### config.mk
export PLATFORM = sky130hd
export DESIGN_NAME = scs_contact_seq
export DESIGN_NICKNAME = d
export VERILOG_FILES = /design/src/rtl/scs_pkg.sv /design/src/rtl/scs_step_timer.sv /design/src/rtl/scs_fault_latch.sv /design/src/rtl/scs_seq_fsm.sv /design/src/rtl/scs_contact_seq.sv
export SDC_FILE = /design/constraint.sdc
export NUM_CORES = 1
export LEC_CHECK = 0
export BUFFER_PORTS_ARGS = -buffer_cell sky130_fd_sc_hd__buf_2
export CAP_MARGIN = 10
export CORE_MARGIN = 2
export CORE_UTILIZATION = 55
export CTS_CLUSTER_SIZE = 16
export DETAILED_ROUTE_END_ITERATION = 16
export PLACE_DENSITY = 0.78
export REMOVE_ABC_BUFFERS = 1
export SYNTH_ARGS = -nofsm -noshare
export SYNTH_HDL_FRONTEND = slang
export SYNTH_HIERARCHICAL = 1
export SYNTH_SLANG_ARGS = --single-unit
### constraint.sdc
create_clock -name clk -period 13.9 [get_ports clk]
set_input_delay 1.39 -clock clk [delete_from_list [all_inputs] [get_ports clk]]
set_output_delay 1.39 -clock clk [all_outputs]
set_load 0.05 [all_outputs]
### src/rtl/scs_pkg.sv
package scs_pkg;
  typedef enum logic [3:0] {
    ST_IDLE, ST_UP_BOOST, ST_UP_VCC, ST_UP_LINES, ST_UP_CLK, ST_ON,
    ST_DN_RST, ST_DN_CLK, ST_DN_LINES, ST_DN_VCC
  } seq_state_e;

  localparam int FLG_PRES   = 0;
  localparam int FLG_SUPPLY = 1;
  localparam int FLG_OVC    = 2;
  localparam int FLG_HEAT   = 3;
  localparam int FLG_N      = 4;

  typedef struct packed {
    logic vcc;
    logic lines;
    logic clk;
    logic rst;
  } contact_t;
endpackage

### src/rtl/scs_step_timer.sv
module scs_step_timer #(
  parameter int CNT_W = 16
) (
  input  logic             clk,
  input  logic             rst,
  input  logic             restart,
  input  logic [CNT_W-1:0] lim,
  output logic             done
);
  logic [CNT_W-1:0] cnt_q;

  assign done = (cnt_q >= lim);

  always_ff @(posedge clk) begin
    if (rst || restart) cnt_q <= '0;
    else if (!done)     cnt_q <= cnt_q + 1'b1;
  end

  a_r4_count_restarts: assert property (@(posedge clk) disable iff (rst)
    restart |=> (cnt_q == '0));
endmodule

### src/rtl/scs_fault_latch.sv
module scs_fault_latch
  import scs_pkg::*;
(
  input  logic             clk,
  input  logic             rst,
  input  logic             card_present_i,
  input  logic             supply_ok_i,
  input  logic             overcurrent_i,
  input  logic             overheat_i,
  input  logic             powered_i,
  input  logic             status_rd_i,
  output logic [FLG_N-1:0] flags_o,
  output logic             prot_o,
  output logic             irq_n_o
);
  logic             pres_prev_q, sup_prev_q;
  logic [FLG_N-1:0] ev, flags_d;

  always_comb begin
    ev             = '0;
    ev[FLG_PRES]   = card_present_i ^ pres_prev_q;
    ev[FLG_SUPPLY] = sup_prev_q & ~supply_ok_i;
    ev[FLG_OVC]    = overcurrent_i & powered_i;
    ev[FLG_HEAT]   = overheat_i & powered_i;
    flags_d        = (flags_o & {FLG_N{~status_rd_i}}) | ev;
  end

  always_ff @(posedge clk) begin
    if (rst) begin
      pres_prev_q <= 1'b0;
      sup_prev_q  <= 1'b1;
      flags_o     <= '0;
      irq_n_o     <= 1'b1;
    end else begin
      pres_prev_q <= card_present_i;
      sup_prev_q  <= supply_ok_i;
      flags_o     <= flags_d;
      irq_n_o     <= ~|flags_d;
    end
  end

  assign prot_o = flags_o[FLG_SUPPLY] | flags_o[FLG_OVC] | flags_o[FLG_HEAT];

  a_r8_sticky: assert property (@(posedge clk) disable iff (rst)
    !status_rd_i |=> ((flags_o & $past(flags_o)) == $past(flags_o)));
  a_r9_irq_tracks: assert property (@(posedge clk) disable iff (rst)
    irq_n_o == (flags_o == '0));
  a_r10_supply_kept: assert property (@(posedge clk) disable iff (rst)
    (status_rd_i && sup_prev_q && !supply_ok_i) |=> flags_o[FLG_SUPPLY]);
endmodule

### src/rtl/scs_seq_fsm.sv
module scs_seq_fsm
  import scs_pkg::*;
#(
  parameter int STEP_CYCLES = 8,
  parameter int HOLD_W      = 16,
  parameter int CNT_W       = 16
) (
  input  logic              clk,
  input  logic              rst,
  input  logic              start_set_i,
  input  logic              start_clr_i,
  input  logic [HOLD_W-1:0] hold_cyc_i,
  input  logic              card_present_i,
  input  logic              supply_ok_i,
  input  logic              overcurrent_i,
  input  logic              overheat_i,
  input  logic              prot_flag_i,
  input  logic              peer_active_i,
  input  logic              step_done_i,
  output logic              restart_o,
  output logic [CNT_W-1:0]  lim_o,
  output logic              powered_o,
  output logic              start_o,
  output logic              slot_active_o,
  output logic              boost_en_o,
  output contact_t          con_o,
  output logic              clamp_o
);
  seq_state_e        state_q, state_d;
  contact_t          con_d;
  logic              allow, emerg, kill, start_d;
  logic [HOLD_W-1:0] hold_eff;

  assign allow = supply_ok_i & card_present_i & ~overcurrent_i & ~overheat_i & ~prot_flag_i;
  assign emerg = ~card_present_i | ~supply_ok_i | overcurrent_i | overheat_i;
  assign kill  = start_clr_i | emerg;

  assign hold_eff = (hold_cyc_i == '0) ? HOLD_W'(1) : hold_cyc_i;
  assign lim_o    = (state_q == ST_UP_CLK) ? (CNT_W'(hold_eff) - CNT_W'(1))
                                           : CNT_W'(STEP_CYCLES - 1);
  assign powered_o = (state_q != ST_IDLE);
  assign restart_o = (state_d != state_q);

  always_comb begin
    state_d = state_q;
    start_d = start_o;
    unique case (state_q)
      ST_IDLE: if (start_set_i && allow) begin
        state_d = ST_UP_BOOST;
        start_d = 1'b1;
      end
      ST_UP_BOOST, ST_UP_VCC, ST_UP_LINES, ST_UP_CLK, ST_ON: begin
        if (kill) begin
          state_d = ST_DN_RST;
          start_d = 1'b0;
        end else if (step_done_i) begin
          unique case (state_q)
            ST_UP_BOOST: state_d = ST_UP_VCC;
            ST_UP_VCC:   state_d = ST_UP_LINES;
            ST_UP_LINES: state_d = ST_UP_CLK;
            ST_UP_CLK:   state_d = ST_ON;
            default:     state_d = ST_ON;
          endcase
        end
      end
      ST_DN_RST:   if (step_done_i) state_d = ST_DN_CLK;
      ST_DN_CLK:   if (step_done_i) state_d = ST_DN_LINES;
      ST_DN_LINES: if (step_done_i) state_d = ST_DN_VCC;
      ST_DN_VCC:   if (step_done_i) state_d = ST_IDLE;
      default:     state_d = ST_IDLE;
    endcase
  end

  always_comb begin
    con_d = con_o;
    unique case (state_d)
      ST_UP_VCC:   con_d = contact_t'(4'b1000);
      ST_UP_LINES: con_d = contact_t'(4'b1100);
      ST_UP_CLK:   con_d = contact_t'(4'b1110);
      ST_ON:       con_d = contact_t'(4'b1111);
      ST_DN_RST:   con_d.rst = 1'b0;
      ST_DN_CLK:   begin con_d.rst = 1'b0; con_d.clk = 1'b0; end
      ST_DN_LINES: begin con_d.rst = 1'b0; con_d.clk = 1'b0; con_d.lines = 1'b0; end
      default:     con_d = '0;
    endcase
  end

  always_ff @(posedge clk) begin
    if (rst) begin
      state_q       <= ST_IDLE;
      start_o       <= 1'b0;
      con_o         <= '0;
      slot_active_o <= 1'b0;
      boost_en_o    <= 1'b0;
      clamp_o       <= 1'b1;
    end else begin
      state_q       <= state_d;
      start_o       <= start_d;
      con_o         <= con_d;
      slot_active_o <= (state_d != ST_IDLE);
      boost_en_o    <= (state_d != ST_IDLE) | peer_active_i;
      clamp_o       <= (state_d == ST_IDLE);
    end
  end

  a_r2_gate_supply: assert property (@(posedge clk) disable iff (rst)
    (state_q == ST_IDLE && !supply_ok_i) |=> (state_q == ST_IDLE));
  a_r7_removal_clears: assert property (@(posedge clk) disable iff (rst)
    (state_q == ST_ON && !card_present_i) |=> !start_o);
  a_r11_busy_ignore: assert property (@(posedge clk) disable iff (rst)
    (state_q inside {ST_DN_RST, ST_DN_CLK, ST_DN_LINES, ST_DN_VCC} && start_set_i) |=> !start_o);
  a_r3_clk_after_lines: assert property (@(posedge clk) disable iff (rst)
    con_o.clk |-> con_o.lines);
  a_r3_lines_after_vcc: assert property (@(posedge clk) disable iff (rst)
    con_o.lines |-> con_o.vcc);
  a_r5_rst_before_clk: assert property (@(posedge clk) disable iff (rst)
    con_o.rst |-> con_o.clk);
  a_r6_vcc_needs_boost: assert property (@(posedge clk) disable iff (rst)
    con_o.vcc |-> boost_en_o);
  a_r12_clamp_quiet: assert property (@(posedge clk) disable iff (rst)
    clamp_o |-> (con_o == '0));
endmodule

### src/rtl/scs_contact_seq.sv
module scs_contact_seq
  import scs_pkg::*;
#(
  parameter int STEP_CYCLES = 8,
  parameter int HOLD_W      = 16
) (
  input  logic              clk,
  input  logic              rst,
  input  logic              start_set_i,
  input  logic              start_clr_i,
  input  logic [HOLD_W-1:0] hold_cyc_i,
  input  logic              card_present_i,
  input  logic              supply_ok_i,
  input  logic              overcurrent_i,
  input  logic              overheat_i,
  input  logic              peer_active_i,
  input  logic              status_rd_i,
  output logic              start_o,
  output logic              slot_active_o,
  output logic              boost_en_o,
  output logic              vcc_en_o,
  output logic              lines_rel_o,
  output logic              clk_en_o,
  output logic              card_rst_o,
  output logic              clamp_o,
  output logic              irq_n_o,
  output logic [3:0]        flags_o
);
  localparam int STEP_W = $clog2(STEP_CYCLES) + 1;
  localparam int CNT_W  = (HOLD_W > STEP_W) ? HOLD_W : STEP_W;

  logic             restart, step_done, powered, prot;
  logic [CNT_W-1:0] lim;
  contact_t         con;
  logic [FLG_N-1:0] flags;

  scs_step_timer #(.CNT_W(CNT_W)) u_timer (
    .clk(clk), .rst(rst), .restart(restart), .lim(lim), .done(step_done)
  );

  scs_fault_latch u_faults (
    .clk(clk), .rst(rst),
    .card_present_i(card_present_i), .supply_ok_i(supply_ok_i),
    .overcurrent_i(overcurrent_i), .overheat_i(overheat_i),
    .powered_i(powered), .status_rd_i(status_rd_i),
    .flags_o(flags), .prot_o(prot), .irq_n_o(irq_n_o)
  );

  scs_seq_fsm #(.STEP_CYCLES(STEP_CYCLES), .HOLD_W(HOLD_W), .CNT_W(CNT_W)) u_fsm (
    .clk(clk), .rst(rst),
    .start_set_i(start_set_i), .start_clr_i(start_clr_i), .hold_cyc_i(hold_cyc_i),
    .card_present_i(card_present_i), .supply_ok_i(supply_ok_i),
    .overcurrent_i(overcurrent_i), .overheat_i(overheat_i),
    .prot_flag_i(prot), .peer_active_i(peer_active_i), .step_done_i(step_done),
    .restart_o(restart), .lim_o(lim), .powered_o(powered),
    .start_o(start_o), .slot_active_o(slot_active_o), .boost_en_o(boost_en_o),
    .con_o(con), .clamp_o(clamp_o)
  );

  assign vcc_en_o    = con.vcc;
  assign lines_rel_o = con.lines;
  assign clk_en_o    = con.clk;
  assign card_rst_o  = con.rst;
  assign flags_o     = flags;

  a_r6_peer_holds_boost: assert property (@(posedge clk) disable iff (rst)
    peer_active_i |=> boost_en_o);
endmodule

# ---- Yosys cells after proc, flatten, opt, wreduce, memory -nomap -nowiden
# Cells that the tools add are included.
dict set report totals {
  ff_bits 35
  latchBits 0
  ramBits 0
  romBits 0
  inputBits 26
  output_inout_bits 13
  word_cells 94
  mem_count 0
}
dict set report classes {
  addsub 2
  mul 0
  div_mod_pow 0
  magnitude_cmp 1
  eq_ne 19
  n_shift 0
  mux 18
  bitwise 23
  reduce_logical 17
}
# operator count
set ops {}
lappend ops {{$eq A4 B3 Y1 const B} 8}
lappend ops {{$mux W16} 2}
lappend ops {{$mux W4} 7}
lappend ops {{$pmux W4 S6} 1}
lappend ops {{$add A16 B1 Y16 const B} 1}
lappend ops {{$eq A4 B2 Y1 const B} 4}
lappend ops {{$ge A16 B16 Y1} 1}
lappend ops {{$logic_not A16 Y1} 1}
lappend ops {{$sub A16 B1 Y16 const B} 1}
lappend ops {{$eq A4 B4 Y1 const B} 3}
lappend ops {{$pmux W3 S3} 1}
lappend ops {{$logic_not A4 Y1} 2}
lappend ops {{$pmux W1 S2} 4}
lappend ops {{$reduce_bool A4 Y1} 2}
lappend ops {{$reduce_or A4 Y1} 2}
lappend ops {{$and A1 B1 Y1} 7}
lappend ops {{$or A1 B1 Y1} 7}
lappend ops {{$not A1 Y1} 6}
lappend ops {{$reduce_or A3 Y1} 2}
lappend ops {{$reduce_or A5 Y1} 1}
lappend ops {{$and A4 B4 Y4} 1}
lappend ops {{$eq A4 B1 Y1 const B} 1}
lappend ops {{$ne A2 B1 Y1 const B} 2}
lappend ops {{$ne A4 B4 Y1} 1}
lappend ops {{other kinds (9)} 12}

# ---- Logic depth before layout (Yosys ltp)
# Gate-level depths: netlist of run 1.
dict set report logic_depth {
  ltp_word 11
  depth_mapped 25
  depth_no_buf 23
}

# ---- Modules after synthesis
# The synthesis of run 1 kept the hierarchy.
# module instances cells_per_inst area_per_inst_um2 seq_area_each_um2
set modules_own_cells {}
lappend modules_own_cells {scs_step_timer 1 148 1179.9 320.3}
lappend modules_own_cells {scs_seq_fsm 1 142 1027.2 240.2}
lappend modules_own_cells {scs_fault_latch 1 24 241.5 140.1}

# ---- Worst setup path before layout of run 1
# Ideal clock, no wire load.
dict set report synth_path {
  path_type {input -> register}
  start {input port hold_cyc_i[6]}
  end {register u_timer.cnt_q[10]}
  setup_time_ns 0.070
  arrival_time_ns 6.076
  required_time_ns 13.830
  path_slack_ns 7.754
  path_stages 25
  n_path_buf 4
  path_cell_list {or4_1 clkbuf_1 nor4_2 a21oi_1 ha_1 nand3_1 or3_1 xor2_1 nor2_1 inv_1 ha_1 o21ai_0 nor2_1 nor4_2 nand3_2 buf_2 buf_2 nor2b_1 a31oi_1 o311a_4 xor2_1 o221ai_1 or2_2 clkbuf_1 a21oi_1}
}
dict set report synth_between {
  elab_chain_cells 10
  word_cells_on_any_way 14
  cone_classes {add/sub (1); order compare (1); eq/ne (1); mux (9); reduce/logical (2)}
}
# element line_no
set synth_lines {}
lappend synth_lines {{start, declared} scs_contact_seq.sv:11} ;# input logic [HOLD_W-1:0] hold_cyc_i,
lappend synth_lines {{$logic_not A16 Y1} scs_seq_fsm.sv:38} ;# assign hold_eff = (hold_cyc_i == '0) ? HOLD_W'(1) : hold_cyc_i;
lappend synth_lines {{$mux W16 *} scs_seq_fsm.sv:38}
lappend synth_lines {{$sub A16 B1 Y16 *} scs_seq_fsm.sv:39} ;# assign lim_o = (state_q == ST_UP_CLK) ? (CNT_W'(hold_eff) - CNT_W'(1))
lappend synth_lines {{$mux W16 *} scs_seq_fsm.sv:39}
lappend synth_lines {{via lim[14]} scs_contact_seq.sv:33} ;# logic [CNT_W-1:0] lim;
lappend synth_lines {{$ge A16 B16 Y1 *} scs_step_timer.sv:12} ;# assign done = (cnt_q >= lim);
lappend synth_lines {{via step_done} scs_contact_seq.sv:32} ;# logic restart, step_done, powered, prot;
lappend synth_lines {{$mux W4} scs_seq_fsm.sv:56} ;# end else if (step_done_i) begin
lappend synth_lines {{$mux W4} scs_seq_fsm.sv:53} ;# if (kill) begin
lappend synth_lines {{$pmux W4 S6 *} scs_seq_fsm.sv:47} ;# unique case (state_q)
lappend synth_lines {{$ne A4 B4 Y1 *} scs_seq_fsm.sv:42} ;# assign restart_o = (state_d != state_q);
lappend synth_lines {{via restart} scs_contact_seq.sv:32}
lappend synth_lines {{$logic_or A1 B1 Y1 *} scs_step_timer.sv:15} ;# if (rst || restart) cnt_q <= '0;
lappend synth_lines {{end signal, assigned} scs_step_timer.sv:16} ;# else if (!done) cnt_q <= cnt_q + 1'b1;
lappend synth_lines {{end, declared} scs_step_timer.sv:10} ;# logic [CNT_W-1:0] cnt_q;
# The timed path passes the listed nets; every way through them passes the cells marked *.
# A chain may end at the register's enable or synchronous reset.

# ---- Worst setup path in the final report of run 1
dict set report layout_path {
  start {input port hold_cyc_i[6]}
  end {register u_timer.cnt_q[7]}
}
# The elaborated chain is that of the path after synthesis.

==> Flow_metrics.wiki, run 1 <==
{| class="wikitable"
! Metric !! Value
|-
| Number of storage elements in the synthesis netlist || 35
|-
| # H-tree levels || 2
|-
| Clock latency at the later pin of the worst-skew pair || 0.28 ns
|-
| Port Buffers || 38
|-
| Buffer depth of the longest clock path || 2
|-
| Fraction of layout cells with a size suffix above 1 || 0.1691
|-
| Endpoints failing setup || 0
|-
| Initial antenna violation count || 0
|-
| Via density || 5.761
|-
| Final critical-path share of the clock period || 0.4701
|-
| Clock period minus final worst setup slack || 6.534 ns
|-
| Maximum number of pins on one net before global-route repair || 40
|-
| Number of antenna-violating nets in the routed design || 0
|-
| Number of design rule violations left after detail routing || 0
|-
| Total area of multi-input combinational cells || 0.001599 sq mm
|-
| Combinational Power Share || 0.256
|-
| Startpoint of the tightest hold check path || u_fsm/con_o[3]
|-
| Clock share of power || 0.291
|-
| Number of buffers added by the clock tree synthesis step || 5
|-
| Internal portion of total power || 0.1651 mW
|-
| Dominant cell type by area after synthesis || dfxtp_1
|-
| Depth of the worst hold-timing path || 2
|-
| Non-filler cells in the finished layout || 401
|-
| EDFF count, synth || 0
|-
| Core area || 0.004324 sq mm
|-
| Number of fill cells in the layout || 416
|-
| Post-detailed-placement half-perimeter wirelength || 3903 microns
|-
| Predominant post-synthesis flop cell || dfxtp_1
|-
| Total negative slack || 0 ns
|-
| Avg Cell Area, Syn || 7.798 sq um
|-
| Worst Reg2Reg Path Length in Cells || 16
|-
| Portion of total power attributed to sequential cells || 0.454
|-
| Arrival time reported for the critical path endpoint || 6.75 ns
|-
| Count of max-cap constraint violations || 0
|-
| Clock slew seen by the registers of the worst setup and hold paths || 0.07 ns
|-
| Synth Warn # || 6
|-
| Cell count after placement || 393
|-
| Count of instances resized after the clock tree is built || 0
|-
| GPL Wtd Cong || 0.8265
|-
| Required time worst endpoint || 14.12 ns
|-
| Clk root buf || clkbuf_8
|-
| Sequential-to-total area share from yosys stat || 0.2862
|-
| Final net count || 392
|-
| Proportion of netlist area held by the largest area contributor || 0.2862
|-
| Number of standard-cell rows in the floorplan || 24
|-
| Maximum resistive drop on vdd || 0.07528 mV
|-
| Final Skew || 0.004456 ns
|-
| Peak Freq || 153.0 MHz
|-
| Number of iterations in the first detailed-routing pass || 4
|-
| Average wire length per cell after detail routing || 12.86 microns
|-
| Final max-slew violation count || 0
|-
| Total number of vias || 2,310
|-
| Num ports || 39
|-
| Final core area utilization || 0.6331
|-
| Yosys cell types || 55
|-
| Power per cell area || 90.06 mW/mm^2
|-
| Area of the mapped netlist || 0.002449 sq mm
|-
| Synthesized instance count || 314
|-
| CTS tree || done
|-
| Final routed wirelength across all metal layers || 5156 microns
|-
| Total area of sequential cells || 700.7 sq um
|-
| Growth of design area from synthesis to finish || 11.80%
|-
| Post-synthesis async set-or-reset flop share || 0
|-
| Most common library cell in the layout ignoring fill and taps || buf_2
|-
| First-pass GRT wire length || 9390 microns
|-
| Worst reg2reg setup slack || 9.46 ns
|-
| Sink Count || 35
|-
| Final count of hold timing violations || 0
|-
| Antenna cell count || 0
|-
| Height of the die || 70.73 microns
|-
| Top cells by area in the synthesized netlist || dfxtp_1, ha_1, a21oi_1
|-
| Sw Ratio || 0.3304
|-
| Element type at the critical path end || flip-flop
|-
| Worst Hold Slack || 0.4559 ns
|-
| End point of the most critical hold path || u_fsm/con_o[3]
|-
| Total gr overflow || 0
|-
| Unrepaired setup endpoints after global routing || no
|-
| Largest driver fanout on the critical path || 39
|-
| DR iter-0 viols || 78
|-
| Nature of the critical path startpoint || input pin
|-
| Die width || 70.73 microns
|-
| Static leakage power || 1.069 nW
|-
| Full die area || 0.005002 sq mm
|-
| Worst slew margin relative to its limit || 0.5820
|-
| Kind of critical path || input pin to flip-flop
|-
| Power spent charging and discharging nets || 0.08147 mW
|-
| Highest-count cells in the layout ignoring fill and taps || buf_2, dfxtp_1, nor2_1
|-
| Status || finished clean
|-
| Beginning of the worst register-to-register path || u_fsm/state_q[1]
|-
| Number of global-route vias before repair || 2,260
|-
| Number of buffers inserted by hold repair at cts || 0
|-
| Worst Tran Pin Value || 0.6262 ns
|-
| GRT Resource Usage Total || 0.2254
|-
| Starting utilization of the core area || 0.5663
|-
| Path class of the lowest-slack min-delay path || flip-flop to flip-flop
|-
| Endpoint of the worst-slack reg-to-reg timing path || u_timer/cnt_q[7]
|-
| Post-CTS Setup Bufs || 0
|}
routing by layer:
layer / vias up / GRT usage / routed length, microns
li1: 1203 / - / -
met1: 1059 / 0.2744 / 2331
met2: 43 / 0.4091 / 2590
met4: 0 / 0.06709 / 54
met3: 5 / 0.03419 / 179
met5: - / 0 / 0
critical path, cell delays in order:
cell and delay, ns:
buf_2 0.12, or4_1 0.62, nor4_2 0.56, a21oi_1 0.17, ha_1 0.26, nand3_1 0.18
or3_1 0.16, xor2_1 0.14, nor2_1 0.05, inv_1 0.06, ha_1 0.23, o21ai_0 0.16
nor2_1 0.07, nor4_2 0.28, nand3_2 0.53, nor2b_1 0.34, a31oi_1 0.08, o311a_4 0.43
xor2_1 0.14, o221ai_1 0.16, or2_2 0.44, a21oi_1 0.16
how the worst max path moves through the flow:
stage,start,cells after the start,slack (ns),endpoint
final,hold_cyc_i[6],22,7.37,u_timer/cnt_q[7]
after global routing,hold_cyc_i[6],22,6.87,u_timer/cnt_q[13]
after floorplan,hold_cyc_i[6],21,7.86,u_timer/cnt_q[2]
after detailed placement,hold_cyc_i[6],22,7.11,u_timer/cnt_q[11]
after CTS,hold_cyc_i[6],22,7.39,u_timer/cnt_q[2]
after global placement,hold_cyc_i[6],22,7.31,u_timer/cnt_q[10]
cell families (layout without fill, tap and decap cells):
group,count (synthesis),in the layout,share of synthesized area
AOI/OAI and AO/OA,76,76,0.1998
xor gates and xnor gates,15,15,0.05366
adders and majority gates,18,18,0.09198
buffers and inverters,37,72,0.06081
DFF,35,35,0.2862
and+or+nand+nor,133,133,0.3076
registers in the layout (all words and copies together), names as in the netlist, 4 cells and up:
name and cells:
u_faults/flags_o 4, u_timer/cnt_q 16, u_fsm/con_o 4, u_fsm/state_q 4
power by group through the flow:
| stage | logic, mW | registers [mW] | clock network [mW] |
|---|---|---|---|
| floorplan | 0.0354 | 0.124 | 0 |
| global placement | 0.0622 | 0.114 | 0 |
| detailed placement | 0.0631 | 0.114 | 0 |
| CTS | 0.0634 | 0.112 | 0.0731 |
| global route | 0.0702 | 0.113 | 0.0771 |
| finish | 0.0630 | 0.112 | 0.0717 |
final cells by class:
type	instances	share of cell area
Timing Repair Buffer	38	0.06947
Multi-Input combinational cell	242	0.5841
Clock buffer	6	0.02651
Sequential cell	35	0.2559
Tap cell	52	0.02377
Inverter	26	0.03565
Clock inverter	2	0.004570
synthesized netlist by cell type, types with 6 or more instances:
master,n
a21oi_1,28
clkbuf_1,8
dfxtp_1,35
ha_1,18
inv_1,25
nand2_1,19
nand3_1,8
nor2_1,33
nor3_1,9
o21ai_0,18
o31ai_1,8
or3_1,15
or4_1,7
xnor2_1,9
xor2_1,6
stage by stage:
stage	cell area [sq um]	power, mW	setup slack [ns]
after floorplan	2397	0.1596	7.860
after global placement	2653	0.1760	7.309
after detailed placement	2653	0.1768	7.111
after CTS	2738	0.2481	7.391
after global routing	2738	0.2600	6.872
final	2738	0.2466	7.366
Note: power is estimated with default switching activity, not from simulation.
==> run 2: changes to the inputs <==
ABC_AREA = 1   (was unset)
CORE_UTILIZATION = 53   (was 55)
PLACE_DENSITY = 0.77   (was 0.78)
clock period = 5.54 ns   (was 13.9 ns; I/O delays follow)
==> Flow_metrics.wiki, run 2 <==
{| class="wikitable"
! Metric !! Value
|-
| Synth Warn # || 6 (unchanged)
|-
| Number of global-route vias before repair || 2,845 (+26%)
|-
| Status || finished clean
|-
| Number of buffers added by the clock tree synthesis step || 5 (unchanged)
|-
| Dominant cell type by area after synthesis || dfxtp_1
|-
| Portion of total power attributed to sequential cells || 0.250 (-0.204)
|-
| Final net count || 544 (+39%)
|-
| Number of iterations in the first detailed-routing pass || 5 (+1)
|-
| Non-filler cells in the finished layout || 571 (+42%)
|-
| Starting utilization of the core area || 0.5593 (-0.006997)
|-
| Growth of design area from synthesis to finish || 11.94%
|-
| Endpoint of the worst-slack reg-to-reg timing path || u_timer/cnt_q[11]
|-
| Area of the mapped netlist || 0.002893 sq mm (+18%)
|-
| Sw Ratio || 0.5060 (+0.1755)
|-
| Number of design rule violations left after detail routing || 0 (unchanged)
|-
| Element type at the critical path end || flip-flop
|-
| Launching element of the worst setup path || hold_cyc_i[10]
|-
| Clock slew seen by the registers of the worst setup and hold paths || 0.07 ns (about the same)
|-
| Worst slew margin relative to its limit || 0.7429 (+0.1609)
|-
| Most numerous cell on the critical path || inv_1
|-
| Maximum resistive drop on vdd || 0.3985 mV (+430%)
|-
| Post-synth top cells || nand2_1, inv_1, nor2_1, dfxtp_1, nand3_1
|-
| GRT Resource Usage Total || 0.2350 (+0.009626)
|-
| Avg Cell Area, Syn || 6.289 sq um (-19%)
|-
| Clock latency at the later pin of the worst-skew pair || 0.29 ns (about the same)
|-
| Number of buffers inserted by hold repair at cts || 0 (unchanged)
|-
| PnR Total Power || 1.357 mW (+450%)
|-
| Final setup margin || 0.6460 ns (-6.720 ns)
|-
| Number of standard-cell rows in the floorplan || 26 (+8.3%)
|-
| Path class of the lowest-slack min-delay path || input pin to flip-flop
|-
| Power spent charging and discharging nets || 0.6867 mW (+740%)
|-
| Post-placement setup slack || 0.3786 ns (-6.732 ns)
|-
| Combinational Power Share || 0.581 (+0.325)
|-
| Post-detailed-placement half-perimeter wirelength || 5234 microns (+34%)
|-
| Last element of the critical path || u_timer/cnt_q[11]
|-
| Count of max-cap constraint violations || 0 (unchanged)
|-
| Port Buffers || 38 (unchanged)
|-
| Most common library cell in the layout ignoring fill and taps || nand2_1
|-
| Worst Reg2Reg Path Length in Cells || 28 (+12)
|-
| Endpoints failing setup || 0 (unchanged)
|-
| Final Skew || 0.01137 ns (+0.006912 ns)
|-
| Post-CTS Setup Bufs || 0 (unchanged)
|-
| Kind of critical path || input pin to flip-flop
|-
| Static leakage power || 1.564 nW (+46%)
|-
| Proportion of netlist area held by the largest area contributor || 0.2422 (-0.04394)
|-
| Clk root buf || clkbuf_8
|-
| Total gr overflow || 0 (unchanged)
|-
| Power per cell area || 419.1 mW/mm^2 (+370%)
|-
| EDFF count, synth || 0 (unchanged)
|-
| Height of the die || 77.88 microns (+10%)
|-
| Final count of hold timing violations || 0 (unchanged)
|-
| DR iter-0 viols || 232 (+200%)
|-
| Initial antenna violation count || 0 (unchanged)
|-
| Highest-count cells in the layout ignoring fill and taps || nand2_1, inv_1, nor2_1
|-
| Required time worst endpoint || 5.75 ns (-8.37 ns)
|-
| Total number of vias || 2,889 (+25%)
|-
| Beginning of the worst register-to-register path || u_fsm/state_q[2]
|-
| Most instantiated library cell after synthesis || nand2_1
|-
| Num ports || 39 (unchanged)
|-
| Count of instances resized after the clock tree is built || 0 (unchanged)
|-
| GPL Wtd Cong || 1.024 (+24%)
|-
| Worst Tran Pin Value || 0.3851 ns (-0.2411 ns)
|-
| Internal portion of total power || 0.6705 mW (+310%)
|-
| Buffer depth of the longest clock path || 2 (unchanged)
|-
| Predominant post-synthesis flop cell || dfxtp_1
|-
| First-pass GRT wire length || 11,790 microns (+26%)
|-
| Fraction of layout cells with a size suffix above 1 || 0.1836 (+0.01458)
|-
| Register with the most flip-flops || u_timer/cnt_q
|-
| Peak Freq || 204.3 MHz
|-
| Antenna cell count || 0 (unchanged)
|-
| Post-synthesis async set-or-reset flop share || 0 (unchanged)
|-
| Number of antenna-violating nets in the routed design || 0 (unchanged)
|-
| Number of fill cells in the layout || 503 (+21%)
|-
| CTS tree || done
|-
| Final max-slew violation count || 0 (unchanged)
|-
| Cell count after placement || 563 (+43%)
|-
| Maximum number of pins on one net before global-route repair || 20 (-50%)
|-
| Clock share of power || 0.169 (-0.122)
|-
| Full die area || 0.006065 sq mm (+21%)
|-
| Unrepaired setup endpoints after global routing || no
|-
| Average wire length per cell after detail routing || 11.44 microns (-11%)
|-
| Max stage delay cell, worst path || nor2_1
|-
| Die width || 77.88 microns (+10%)
|-
| Largest driver fanout on the critical path || 19 (-51%)
|-
| Total negative slack || 0 ns (unchanged)
|-
| Arrival time reported for the critical path endpoint || 5.10 ns (-1.65 ns)
|-
| Yosys cell types || 30 (-45%)
|-
| Sink Count || 35 (unchanged)
|-
| Number of storage elements in the synthesis netlist || 35 (unchanged)
|-
| Nature of the critical path startpoint || input pin
|-
| Via density || 5.060 (-12%)
|-
| Worst reg2reg setup slack || 1.19 ns (-8.27 ns)
|-
| Core area || 0.005172 sq mm (+20%)
|-
| Top cells by area in the synthesized netlist || dfxtp_1, nand2_1, inv_1
|-
| Clock period minus final worst setup slack || 4.894 ns
|-
| Final routed wirelength across all metal layers || 6534 microns (+27%)
|-
| Slowest stage delay, CP || 0.32 ns (-0.30 ns)
|-
| # H-tree levels || 2 (unchanged)
|-
| Number of flip-flops in the largest register || 16 (unchanged)
|-
| Final critical-path share of the clock period || 0.8834
|-
| Sequential-to-total area share from yosys stat || 0.2422 (-0.04394)
|-
| Synthesized instance count || 460 (+46%)
|}
-- run 2: cell count changes in the layout (fill, tap and decap cells not counted), sizes merged, moves of 9 or more --
cell / before / now
nor2: 33 / 71
or3: 15 / 0
nand2: 19 / 118
or4: 9 / 0
inv: 26 / 84
nand3: 9 / 38
-- run 2: through the flow --
step	hold slack (ns)	util	cell area, sq um
after floorplan	0.4744	-	2840
after global placement	0.4697	0.6043	3126
after detailed placement	0.4787	0.6043	3126
after CTS	0.4678	0.6260	3238
after global routing	0.5090	0.6260	3238
final	0.4736	0.6260	3238
-- run 2: worst min-delay path by stage --
stage / startpoint / endpoint / cells after the start
floorplan: u_timer/cnt_q[1] / u_timer/cnt_q[1] / 2
global placement: u_fsm/start_o / u_fsm/start_o / 2
detailed placement: u_fsm/start_o / u_fsm/start_o / 2
CTS: supply_ok_i / u_faults/sup_prev_q / 3
global route: supply_ok_i / u_faults/sup_prev_q / 3
finish: supply_ok_i / u_faults/sup_prev_q / 3
-- run 2: power groups by stage --
stage | sequential (mW) | combinational, mW | clock, mW
after floorplan | 0.415 | 0.537 | 0
after CTS | 0.337 | 0.791 | 0.235
final | 0.339 | 0.789 | 0.230
after detailed placement | 0.342 | 0.790 | 0
after global routing | 0.344 | 0.897 | 0.244
after global placement | 0.343 | 0.772 | 0
-- run 2: routing by layer --
| layer | vias up | part of all wire | global-route usage |
|---|---|---|---|
| li1 | 1526 | - | - |
| met1 | 1283 | 0.43 | 0.2734 |
| met2 | 76 | 0.51 | 0.4457 |
| met3 | 4 | 0.057 | 0.04302 |
| met4 | 0 | 0.0058 | 0.04464 |
| met5 | - | 0 | 0 |
-- run 2: area by class of cell --
type / count / area [sq um] / share of cell area
clock buffer: 5 / 68.82 / 0.02125
clock inverter: 3 / 43.79 / 0.01352
inverter: 84 / 315.3 / 0.09737
multi-input combinational: 335 / 1824 / 0.5634
sequential: 35 / 700.7 / 0.2164
tap: 70 / 87.58 / 0.02705
timing repair buffer: 39 / 197.7 / 0.06105
-- run 2: worst max-delay path, delay by kind of cell --
kind / cells / cell delay, ns
buffers and inverters: 8 / 0.85
and+or+nand+nor: 20 / 2.82
adders and majority gates: 2 / 0.40
AOI/OAI and AO/OA: 2 / 0.33
xor gates and xnor gates: 1 / 0.17
-- run 2: kinds of logic after synthesis --
kind of cell    Yosys count  synth area share
xor+xnor                 17           0.05147
fa+ha+maj                18           0.07786
flops                    35            0.2422
simple gates            247            0.3962
buf+inv                  90            0.1272
compound gates           53            0.1051
